### src/rtl/gpio_bank_pkg.sv
package gpio_bank_pkg;

   // Byte offsets of the group-enable word and of the start of the bank window
   localparam int unsigned GRP_EN_OFS = 'h08;
   localparam int unsigned BANK_OFS   = 'h10;
   localparam int unsigned BANK_WORDS = 10;

   // Word index inside the bank window; the order is fixed by the address map
   typedef enum logic [3:0] {
      W_DIR  = 4'd0,
      W_OUT  = 4'd1,
      W_SET  = 4'd2,
      W_CLR  = 4'd3,
      W_IN   = 4'd4,
      W_RSET = 4'd5,
      W_RCLR = 4'd6,
      W_FSET = 4'd7,
      W_FCLR = 4'd8,
      W_STAT = 4'd9
   } bank_word_e;

endpackage

### src/rtl/gpio_sync.sv
module gpio_sync #(
   parameter int W      = 32,
   parameter int STAGES = 2
) (
   input  logic         clk,
   input  logic         rst_n,
   input  logic [W-1:0] d_async,
   output logic [W-1:0] q_sync
);
   logic [W-1:0] chain_q [STAGES];

   generate
      for (genvar s = 0; s < STAGES; s++) begin : g_stage
         if (s == 0) begin : g_first
            always_ff @(posedge clk or negedge rst_n) begin
               if (!rst_n) chain_q[s] <= '0;
               else        chain_q[s] <= d_async;
            end
         end else begin : g_next
            always_ff @(posedge clk or negedge rst_n) begin
               if (!rst_n) chain_q[s] <= '0;
               else        chain_q[s] <= chain_q[s-1];
            end
         end
      end
   endgenerate

   assign q_sync = chain_q[STAGES-1];
endmodule

### src/rtl/gpio_edge_unit.sv
module gpio_edge_unit #(
   parameter int W = 32
) (
   input  logic         clk,
   input  logic         rst_n,
   input  logic [W-1:0] lvl,
   input  logic [W-1:0] rise_en,
   input  logic [W-1:0] fall_en,
   input  logic [W-1:0] clr_mask,
   output logic [W-1:0] status
);
   logic [W-1:0] prev_q;
   logic [W-1:0] evt;
   logic [W-1:0] stat_q;

   always_ff @(posedge clk or negedge rst_n) begin
      if (!rst_n) prev_q <= '0;
      else        prev_q <= lvl;
   end

   assign evt = (lvl & ~prev_q & rise_en) | (~lvl & prev_q & fall_en);

   // A fresh edge overrides a simultaneous write-one clear
   always_ff @(posedge clk or negedge rst_n) begin
      if (!rst_n) stat_q <= '0;
      else        stat_q <= (stat_q & ~clr_mask) | evt;
   end

   assign status = stat_q;

   AST_EDGE_BEATS_CLEAR: assert property (@(posedge clk) disable iff (!rst_n)
      (|(evt & clr_mask)) |=> ((stat_q & $past(evt & clr_mask)) == $past(evt & clr_mask)));
   AST_CLEAR_TAKES: assert property (@(posedge clk) disable iff (!rst_n)
      (|(clr_mask & ~evt)) |=> ((stat_q & $past(clr_mask & ~evt)) == '0));
   AST_STATUS_NEEDS_EN: assert property (@(posedge clk) disable iff (!rst_n)
      1'b1 |=> ((stat_q & ~$past(stat_q) & ~$past(rise_en | fall_en)) == '0));
endmodule

### src/rtl/gpio_irq_group.sv
module gpio_irq_group #(
   parameter int W       = 32,
   parameter int GROUP_W = 16,
   localparam int NGROUP = W / GROUP_W
) (
   input  logic [W-1:0]      status,
   input  logic [NGROUP-1:0] grp_en,
   output logic [NGROUP-1:0] irq
);
   generate
      for (genvar g = 0; g < NGROUP; g++) begin : g_grp
         assign irq[g] = grp_en[g] & (|status[g*GROUP_W +: GROUP_W]);
      end
   endgenerate
endmodule

### src/rtl/gpio_bank_ctrl.sv
module gpio_bank_ctrl
   import gpio_bank_pkg::*;
#(
   parameter int NPINS       = 32,
   parameter int GROUP_W     = 16,
   parameter int SYNC_STAGES = 2,
   parameter int ADDR_W      = 8,
   localparam int NGROUP     = NPINS / GROUP_W
) (
   input  logic              clk,
   input  logic              rst_n,
   input  logic              bus_sel,
   input  logic              bus_wr,
   input  logic [ADDR_W-1:0] bus_addr,
   input  logic [31:0]       bus_wdata,
   output logic [31:0]       bus_rdata,
   input  logic [NPINS-1:0]  pin_in,
   output logic [NPINS-1:0]  pin_out,
   output logic [NPINS-1:0]  pin_oe,
   output logic [NGROUP-1:0] irq
);
   localparam int BANK_END = BANK_OFS + 4 * BANK_WORDS;

   generate
      if (NPINS > 32 || NPINS < 1)         begin : g_chk_pins  $error("NPINS must be 1..32");            end
      if (NPINS % GROUP_W != 0)            begin : g_chk_grp   $error("NPINS must be a multiple of GROUP_W"); end
      if (SYNC_STAGES < 2)                 begin : g_chk_sync  $error("SYNC_STAGES must be at least 2");  end
      if (ADDR_W < 6 || ADDR_W > 16)       begin : g_chk_addr  $error("ADDR_W must be 6..16");            end
   endgenerate

   // Address decode
   logic [ADDR_W-1:0] rel_addr;
   logic              hit_bank, hit_grp, wr_en;
   bank_word_e        word_sel;
   logic              unused_wbits;

   assign rel_addr     = bus_addr - ADDR_W'(BANK_OFS);
   assign hit_bank     = (32'(bus_addr) >= BANK_OFS) && (32'(bus_addr) < BANK_END) && (bus_addr[1:0] == 2'b00);
   assign hit_grp      = (32'(bus_addr) == GRP_EN_OFS);
   assign word_sel     = bank_word_e'(rel_addr[5:2]);
   assign wr_en        = bus_sel & bus_wr;
   assign unused_wbits = ^bus_wdata;

   logic [NPINS-1:0]  wmask;
   assign wmask = bus_wdata[NPINS-1:0];

   // Control state
   logic [NPINS-1:0]  dir_q, out_q, ren_q, fen_q;
   logic [NGROUP-1:0] gen_q;
   logic [NPINS-1:0]  lvl_sync, stat, clr_mask;

   always_ff @(posedge clk or negedge rst_n) begin
      if (!rst_n) begin
         dir_q <= '1;
         out_q <= '0;
         ren_q <= '0;
         fen_q <= '0;
         gen_q <= '0;
      end else if (wr_en) begin
         if (hit_grp) gen_q <= bus_wdata[NGROUP-1:0];
         if (hit_bank) begin
            unique case (word_sel)
               W_DIR:   dir_q <= wmask;
               W_SET:   out_q <= out_q | wmask;
               W_CLR:   out_q <= out_q & ~wmask;
               W_RSET:  ren_q <= ren_q | wmask;
               W_RCLR:  ren_q <= ren_q & ~wmask;
               W_FSET:  fen_q <= fen_q | wmask;
               W_FCLR:  fen_q <= fen_q & ~wmask;
               default: ;
            endcase
         end
      end
   end

   assign clr_mask = (wr_en && hit_bank && word_sel == W_STAT) ? wmask : '0;

   gpio_sync #(.W(NPINS), .STAGES(SYNC_STAGES)) sync_i (
      .clk     (clk),
      .rst_n   (rst_n),
      .d_async (pin_in),
      .q_sync  (lvl_sync)
   );

   gpio_edge_unit #(.W(NPINS)) edge_i (
      .clk      (clk),
      .rst_n    (rst_n),
      .lvl      (lvl_sync),
      .rise_en  (ren_q),
      .fall_en  (fen_q),
      .clr_mask (clr_mask),
      .status   (stat)
   );

   gpio_irq_group #(.W(NPINS), .GROUP_W(GROUP_W)) irq_i (
      .status (stat),
      .grp_en (gen_q),
      .irq    (irq)
   );

   // Read mux
   always_comb begin
      bus_rdata = '0;
      if (bus_sel && hit_grp) bus_rdata = 32'(gen_q);
      else if (bus_sel && hit_bank) begin
         unique case (word_sel)
            W_DIR:                bus_rdata = 32'(dir_q);
            W_OUT, W_SET, W_CLR:  bus_rdata = 32'(out_q);
            W_IN:                 bus_rdata = 32'(lvl_sync);
            W_RSET, W_RCLR:       bus_rdata = 32'(ren_q);
            W_FSET, W_FCLR:       bus_rdata = 32'(fen_q);
            W_STAT:               bus_rdata = 32'(stat);
            default:              bus_rdata = '0;
         endcase
      end
   end

   assign pin_out = out_q;
   assign pin_oe  = ~dir_q;

   AST_OUT_SET: assert property (@(posedge clk) disable iff (!rst_n)
      (wr_en && hit_bank && word_sel == W_SET) |=> ((pin_out & $past(wmask)) == $past(wmask)));
   AST_OUT_HOLD: assert property (@(posedge clk) disable iff (!rst_n)
      !wr_en |=> $stable(pin_out));
   AST_IRQ_FALL_NEEDS_WRITE: assert property (@(posedge clk) disable iff (!rst_n)
      (|(~irq & $past(irq))) |-> $past(wr_en));
   AST_NO_RDATA_IDLE: assert property (@(posedge clk) disable iff (!rst_n)
      !bus_sel |-> (bus_rdata == '0));
endmodule

### config.mk
export PLATFORM = sky130hd
export DESIGN_NAME = gpio_bank_ctrl
export DESIGN_NICKNAME = d
export VERILOG_FILES = /design/src/rtl/gpio_bank_pkg.sv /design/src/rtl/gpio_sync.sv /design/src/rtl/gpio_edge_unit.sv /design/src/rtl/gpio_irq_group.sv /design/src/rtl/gpio_bank_ctrl.sv
export SDC_FILE = /design/constraint.sdc
export NUM_CORES = 1
export LEC_CHECK = 0
export ABC_AREA = 1
export BUFFER_PORTS_ARGS = -buffer_cell sky130_fd_sc_hd__buf_4
export CAP_MARGIN = 20
export CELL_PAD_IN_SITES_DETAIL_PLACEMENT = 0
export CELL_PAD_IN_SITES_GLOBAL_PLACEMENT = 1
export CORE_ASPECT_RATIO = 1.5
export CORE_MARGIN = 2
export CORE_UTILIZATION = 30
export CTS_CLUSTER_DIAMETER = 30
export CTS_CLUSTER_SIZE = 30
export DETAILED_ROUTE_END_ITERATION = 8
export GPL_ROUTABILITY_DRIVEN = 0
export GPL_TIMING_DRIVEN = 0
export PLACE_DENSITY = 0.7
export SETUP_SLACK_MARGIN = 0.2
export SYNTH_ARGS = -nofsm -noshare
export SYNTH_HDL_FRONTEND = slang
export SYNTH_SLANG_ARGS = --single-unit
### constraint.sdc
create_clock -name clk -period 0.9 [get_ports clk]
set_input_delay 0 -clock clk [delete_from_list [all_inputs] [get_ports clk]]
set_output_delay 0 -clock clk [all_outputs]
set_load 0.01 [all_outputs]
**After elaboration in Yosys (flattened, before gate mapping)**

Cells that the tools add are included.

- Bitwise gates (word level): 21
- Muxes and demuxes: 7
- Equal/unequal tests: 10
- Add/sub/neg operators: 1
- Reductions and logical operators: 21
- $lt $le $gt $ge: 2

Operator list:

| operator | count |
|---|---|
| $and 32x32->32 | 8 |
| $pmux 32 s2 | 3 |
| $pmux 32 s6 | 1 |
| $not 32->32 | 5 |
| $or 32x32->32 | 5 |
| $mux 32 | 3 |
| $reduce_or 16->1 | 2 |
| $eq 4x3->1 const B | 4 |
| $reduce_and 3->1 | 4 |
| $eq 4x2->1 const B | 2 |
| $eq 4x4->1 const B | 2 |
| $eq 8x4->1 const B | 1 |
| $ge 8x5->1 const B | 1 |
| $lt 8x6->1 const B | 1 |
| $logic_and 1x1->1 | 6 |
| $reduce_bool 2->1 | 3 |
| $sub 6x5->6 const B | 1 |
| $eq 4x1->1 const B | 1 |
| $logic_not 4->1 | 1 |
| $reduce_or 2->1 | 2 |
| $and 1x1->1 | 3 |
| $reduce_or 3->1 | 1 |
| $logic_not 2->1 | 1 |
| $reduce_and 2->1 | 1 |

- Logic and storage cells: 71
- Register bits: 258
- Bits of input ports: 76
- Output and inout port bits: 98

**Logic depth before layout (Yosys ltp)**

- Depth in word-level cells: 9
- Gate-level depth with buffers: 10
- Gate-level depth less buffers: 10

**Cells and area by module**

A second synthesis with hierarchy kept.

- Cell total of the unflattened synthesis: 1,536
- Area, all modules: 12,035.3 um2

Modules (own cells, without submodules):

| module | area an instance (um2) | seq. area each (um2) | cells an instance | instances |
|---|---|---|---|---|
| gpio_bank_ctrl | 7,508.5 | 3,293.2 | 1,120 | 1 |
| gpio_edge_unit | 2,562.5 | 1,601.5 | 288 | 1 |
| gpio_sync | 1,841.8 | 1,601.5 | 96 | 1 |
| gpio_irq_group | 122.6 | 0.0 | 32 | 1 |

**Worst setup path after synthesis**

Ideal clock, no wire load.

- Kind: input port to flip-flop
- Start: input bus_sel
- End: register edge_i.stat_q[30], in the netlist edge_i.status[30]
- Data required time: 780 ps
- Path slack: -192 ps
- Library setup time: 120 ps
- Arrival: 971 ps
- Stages: 7
- Buffers on the path: 2
- Cell sequence: nand2_1 > inv_1 > clkbuf_1 > buf_1 > nand4_1 > nand2_1 > nand2_1

- Longest elaborated chain between the ends: 7

RTL lines:

| item | line | RTL |
|---|---|---|
| from (decl) | gpio_bank_ctrl.sv:12 | `input logic bus_sel,` |
| $and 1x1->1 | gpio_bank_ctrl.sv:41 | `assign wr_en = bus_sel & bus_wr;` |
| $logic_and 1x1->1 (2 in a row) | gpio_bank_ctrl.sv:76 | `assign clr_mask = (wr_en && hit_bank && word_sel == W_STAT) ? wmask : '0;` |
| $mux 32 | gpio_bank_ctrl.sv:76 |  |
| $not 32->32 | gpio_edge_unit.sv:26 | `else stat_q <= (stat_q & ~clr_mask) \| evt;` |
| $and 32x32->32 | gpio_edge_unit.sv:26 |  |
| $or 32x32->32 | gpio_edge_unit.sv:26 |  |
| to (signal assigned) | gpio_edge_unit.sv:26 |  |
| to (decl) | gpio_edge_unit.sv:14 | `logic [W-1:0] stat_q;` |

No other way between the ends.
A chain may end at the register's enable or synchronous reset.

**Final worst setup path**

- Start: register edge_i.stat_q[10], in the netlist edge_i.status[10]
- End: output irq[0]

- Longest elaborated chain between the ends: 2

RTL lines:

| item | line | RTL |
|---|---|---|
| $reduce_or 16->1 | gpio_irq_group.sv:12 | `assign irq[g] = grp_en[g] & (\|status[g*GROUP_W +: GROUP_W]);` |
| $and 1x1->1 | gpio_irq_group.sv:12 |  |
| to (decl) | gpio_bank_ctrl.sv:20 | `output logic [NGROUP-1:0] irq` |

No other way between the ends.

==> impl_metrics.csv <==
group,metric,value,unit
status,status,"complete, but fails checks",
status,violations,"hold timing, setup timing",
critical_path,slowest_delay,0.40,ns
route,routedWlPerCell,20.4,um
floorplanning,core-area,0.0384,mm2
clocking,clk_pin_slew_worst_paths,0.05,ns
place,pre_cts_slack,-1.27,ns
route,vias,11600,
clocking,cts_tree,"yes",
sta,post-route-period-util,194,%
place,port_buffers,173,
critical_path,rr_worst_depth,5,
critical_path,slowest_stage,"dfrtp_1",
min_path,hold_path_class,"in2async",
place,placed_area,0.0141,mm2
synthesis,avgSynthCellArea,8.14,um2
route,drtIter0Drc,786,
grt,grt_antenna_before_repair,0,
critical_path,cp-end-kind,"output pin",
grt,grt_max_degree,118,
clocking,clk_latency,0.58,ns
clocking,root_buffer,"clkbuf_16",
synthesis,yosys_warnings,0,
synthesis,syn_nets,1507,
synthesis,synth.distinct_cells,24,
sta,tightest_slew,0.677,ns
sta,postLayoutSetupSlackWorst,-0.848,ns
synthesis,syn_inst,1431,
finish,final_area,0.0189,mm2
synthesis,synth_area_leader_cell,"dfrtp_1",
critical_path,cp.arrival,1.75,ns
sta,rsz0062_at_grt,"yes",
sta,maxSlewHeadroom,54.9,%
critical_path,worstPathCellList,"nor2_2 -> nand2_2 -> nor3_4 -> a31oi_4 -> buf_6",
floorplanning,initial_core_util,30.3,%
critical_path,crit_fanout,3,
sta,finalMaxSlewViolations,0,
synthesis,synth_top_area_share,48.5,%
route,drt_first_pass_iters,5,
synthesis,syn_area,0.0117,mm2
floorplanning,die_w,165,um
sta,finalHoldViolCount,241,
power,vdd_drop_max,1300,uV
sta,min_period,1.75,ns
floorplanning,io-pin-count,174,
grt,grt_overflow_total,0,
route,viasPerCell,4.98,
finish,nets,1870,
critical_path,worstPathRequired,0.90,ns
sta,hold_slack,-0.647,ns
route,drc,0,
synthesis,synth_seq_cells,258,
floorplanning,num_rows,88,
grt,grt_pass1_vias,11700,
sta,finalSetupViolations,107,
critical_path,startpoint_type,"flop",
route,drtAntennaViolNets,0,
critical_path,path_class,"reg2out",
clocking,htreeDepth,2,
finish,antenna_cells,0,
floorplanning,die-area,0.0405,mm2
finish,drive_above_1_share,36.5,%
power,powerDensity,2020,mW/mm2
clocking,cts_sinks,258,
sta,skew,0.0308,ns
finish,postLayoutCoreUtil,49.3,%
clocking,postCtsHoldBufs,64,
sta,timing.fmax,572,MHz
floorplanning,dieHeight,245,um
synthesis,synth_area_leaders,"dfrtp_1 49%, nand2_1 16%, dfstp_2 7.2%",
power,p_leak,8.73,nW
clocking,cts_inserted_buffers,56,
finish,syn_to_final_growth,62.5,%
sta,fin_setup_tns,-44.09,ns
synthesis,synth_seq_area_share,55.7,%
grt,grt_pass1_wl,70.8,mm
clocking,clockBufferDepth,3,
place,hpwl,30.6,mm
route,drt_wl_total,47.7,mm
job,cap_violations,0,
grt,grt_usage,23.6,%
-- cell families (layout without fill, tap and decap cells) --
group,count (synthesis),after routing,synth area share (%)
buffers and inverters,186,597,6.54
AND/OR/NAND/NOR,844,844,31.5
AO/OA/AOI/OAI,143,143,6.22
flip-flops,258,258,55.7
-- per-layer routing --
metal,vias up,routed length [um],GRT usage [%]
met5,-,0,0
met4,0,2380,12.1
met3,135,2660,3.98
met2,463,24500,41.4
met1,5590,18200,27.4
li1,5460,-,-
-- worst max-delay path: cells and delay by family (launching register included) --
kind | cells | cell delay [ns]
and+or+nand+nor | 3 | 0.49
DFF | 1 | 0.40
buffers and inverters | 1 | 0.15
AOI/OAI and AO/OA | 1 | 0.14
-- through the flow --
stage	total power, mW	cells
6_report	38.2	2337
5_1_grt	39.4	2337
4_1_cts	38.3	2302
3_5_place_dp	14.7	2101
3_3_place_gp	14.7	2099
2_1_floorplan	13.4	1431
-- cell usage after synthesis --
library cell,number
nor4_1,2
nand3_1,102
a21oi_1,60
buf_2,39
nor2_4,3
nand4_1,130
o21ai_0,18
dfstp_2,32
inv_2,3
dfrtp_1,226
clkbuf_1,31
nand2_1,485
o21ai_1,61
nand2_2,2
o21a_1,1
a21oi_2,1
nor3_1,3
buf_1,3
nand3_2,1
buf_4,4
a31oi_1,2
nor2_2,3
inv_1,106
nor2_1,113
-- repair_timing --
item                                    CTS  global route
cloned                                    6             0
buffers inserted                         25            35
endpoints found under the setup margin  259           253
pin swaps                                75            60
endpoints found under the hold margin   431           184
resized for setup                       295           142
-- power breakdown --
group / leakage (nW) / switching, mW / internal [mW] / total [mW]
Sequential: 3.09 / 0.338 / 12.1 / 12.4
Combinational: 4.63 / 1.65 / 1.15 / 2.80
Clock: 1.02 / 7.28 / 15.7 / 23.0
Total: 8.73 / 9.27 / 28.9 / 38.2
-- layout make-up --
type                    instances  area [um2]
well taps                     495         619
plain buffers                  77         811
fillers                      3543       19500
inverters                     109         488
multi-input cells             987        5250
repair buffers                305        3150
flip-flops and latches        258        6500
clock inverters                43         622
clock buffers                  63        1490
-- layout by cell type (no fill, tap or decap), types with 10 or more instances in the layout --
cell / instances
inv_6: 11
buf_6: 133
nand3_2: 15
a21oi_2: 51
nand4_1: 130
dlygate4sd3_1: 64
inv_2: 20
bufinv_16: 13
nand2_2: 21
dfstp_2: 32
nor2_4: 32
clkbuf_16: 68
inv_4: 17
nor2_2: 24
inv_1: 69
clkbuf_8: 10
dfrtp_1: 219
nand3_1: 86
buf_4: 121
clkbuf_4: 10
buf_8: 14
o21ai_1: 66
nor2_1: 63
nand2_1: 457
clkbuf_2: 11
-- worst paths after layout --
| kind | from | to | slack [ns] |
|---|---|---|---|
| max in group asynchronous | rst_n | sync_i.q_sync[21] | 0.48 |
| hold / removal | rst_n | sync_i.chain_q[35] | -0.65 |
| min in group clk | bus_addr[6] | gen_q[1] | -0.12 |
| setup reg to reg | sync_i.q_sync[30] | edge_i.status[30] | -0.05 |
| setup / recovery | edge_i.status[10] | irq[0] | -0.85 |
| hold reg to reg | sync_i.chain_q[33] | sync_i.q_sync[1] | 0.34 |
Power figures use the tool's default switching activity.
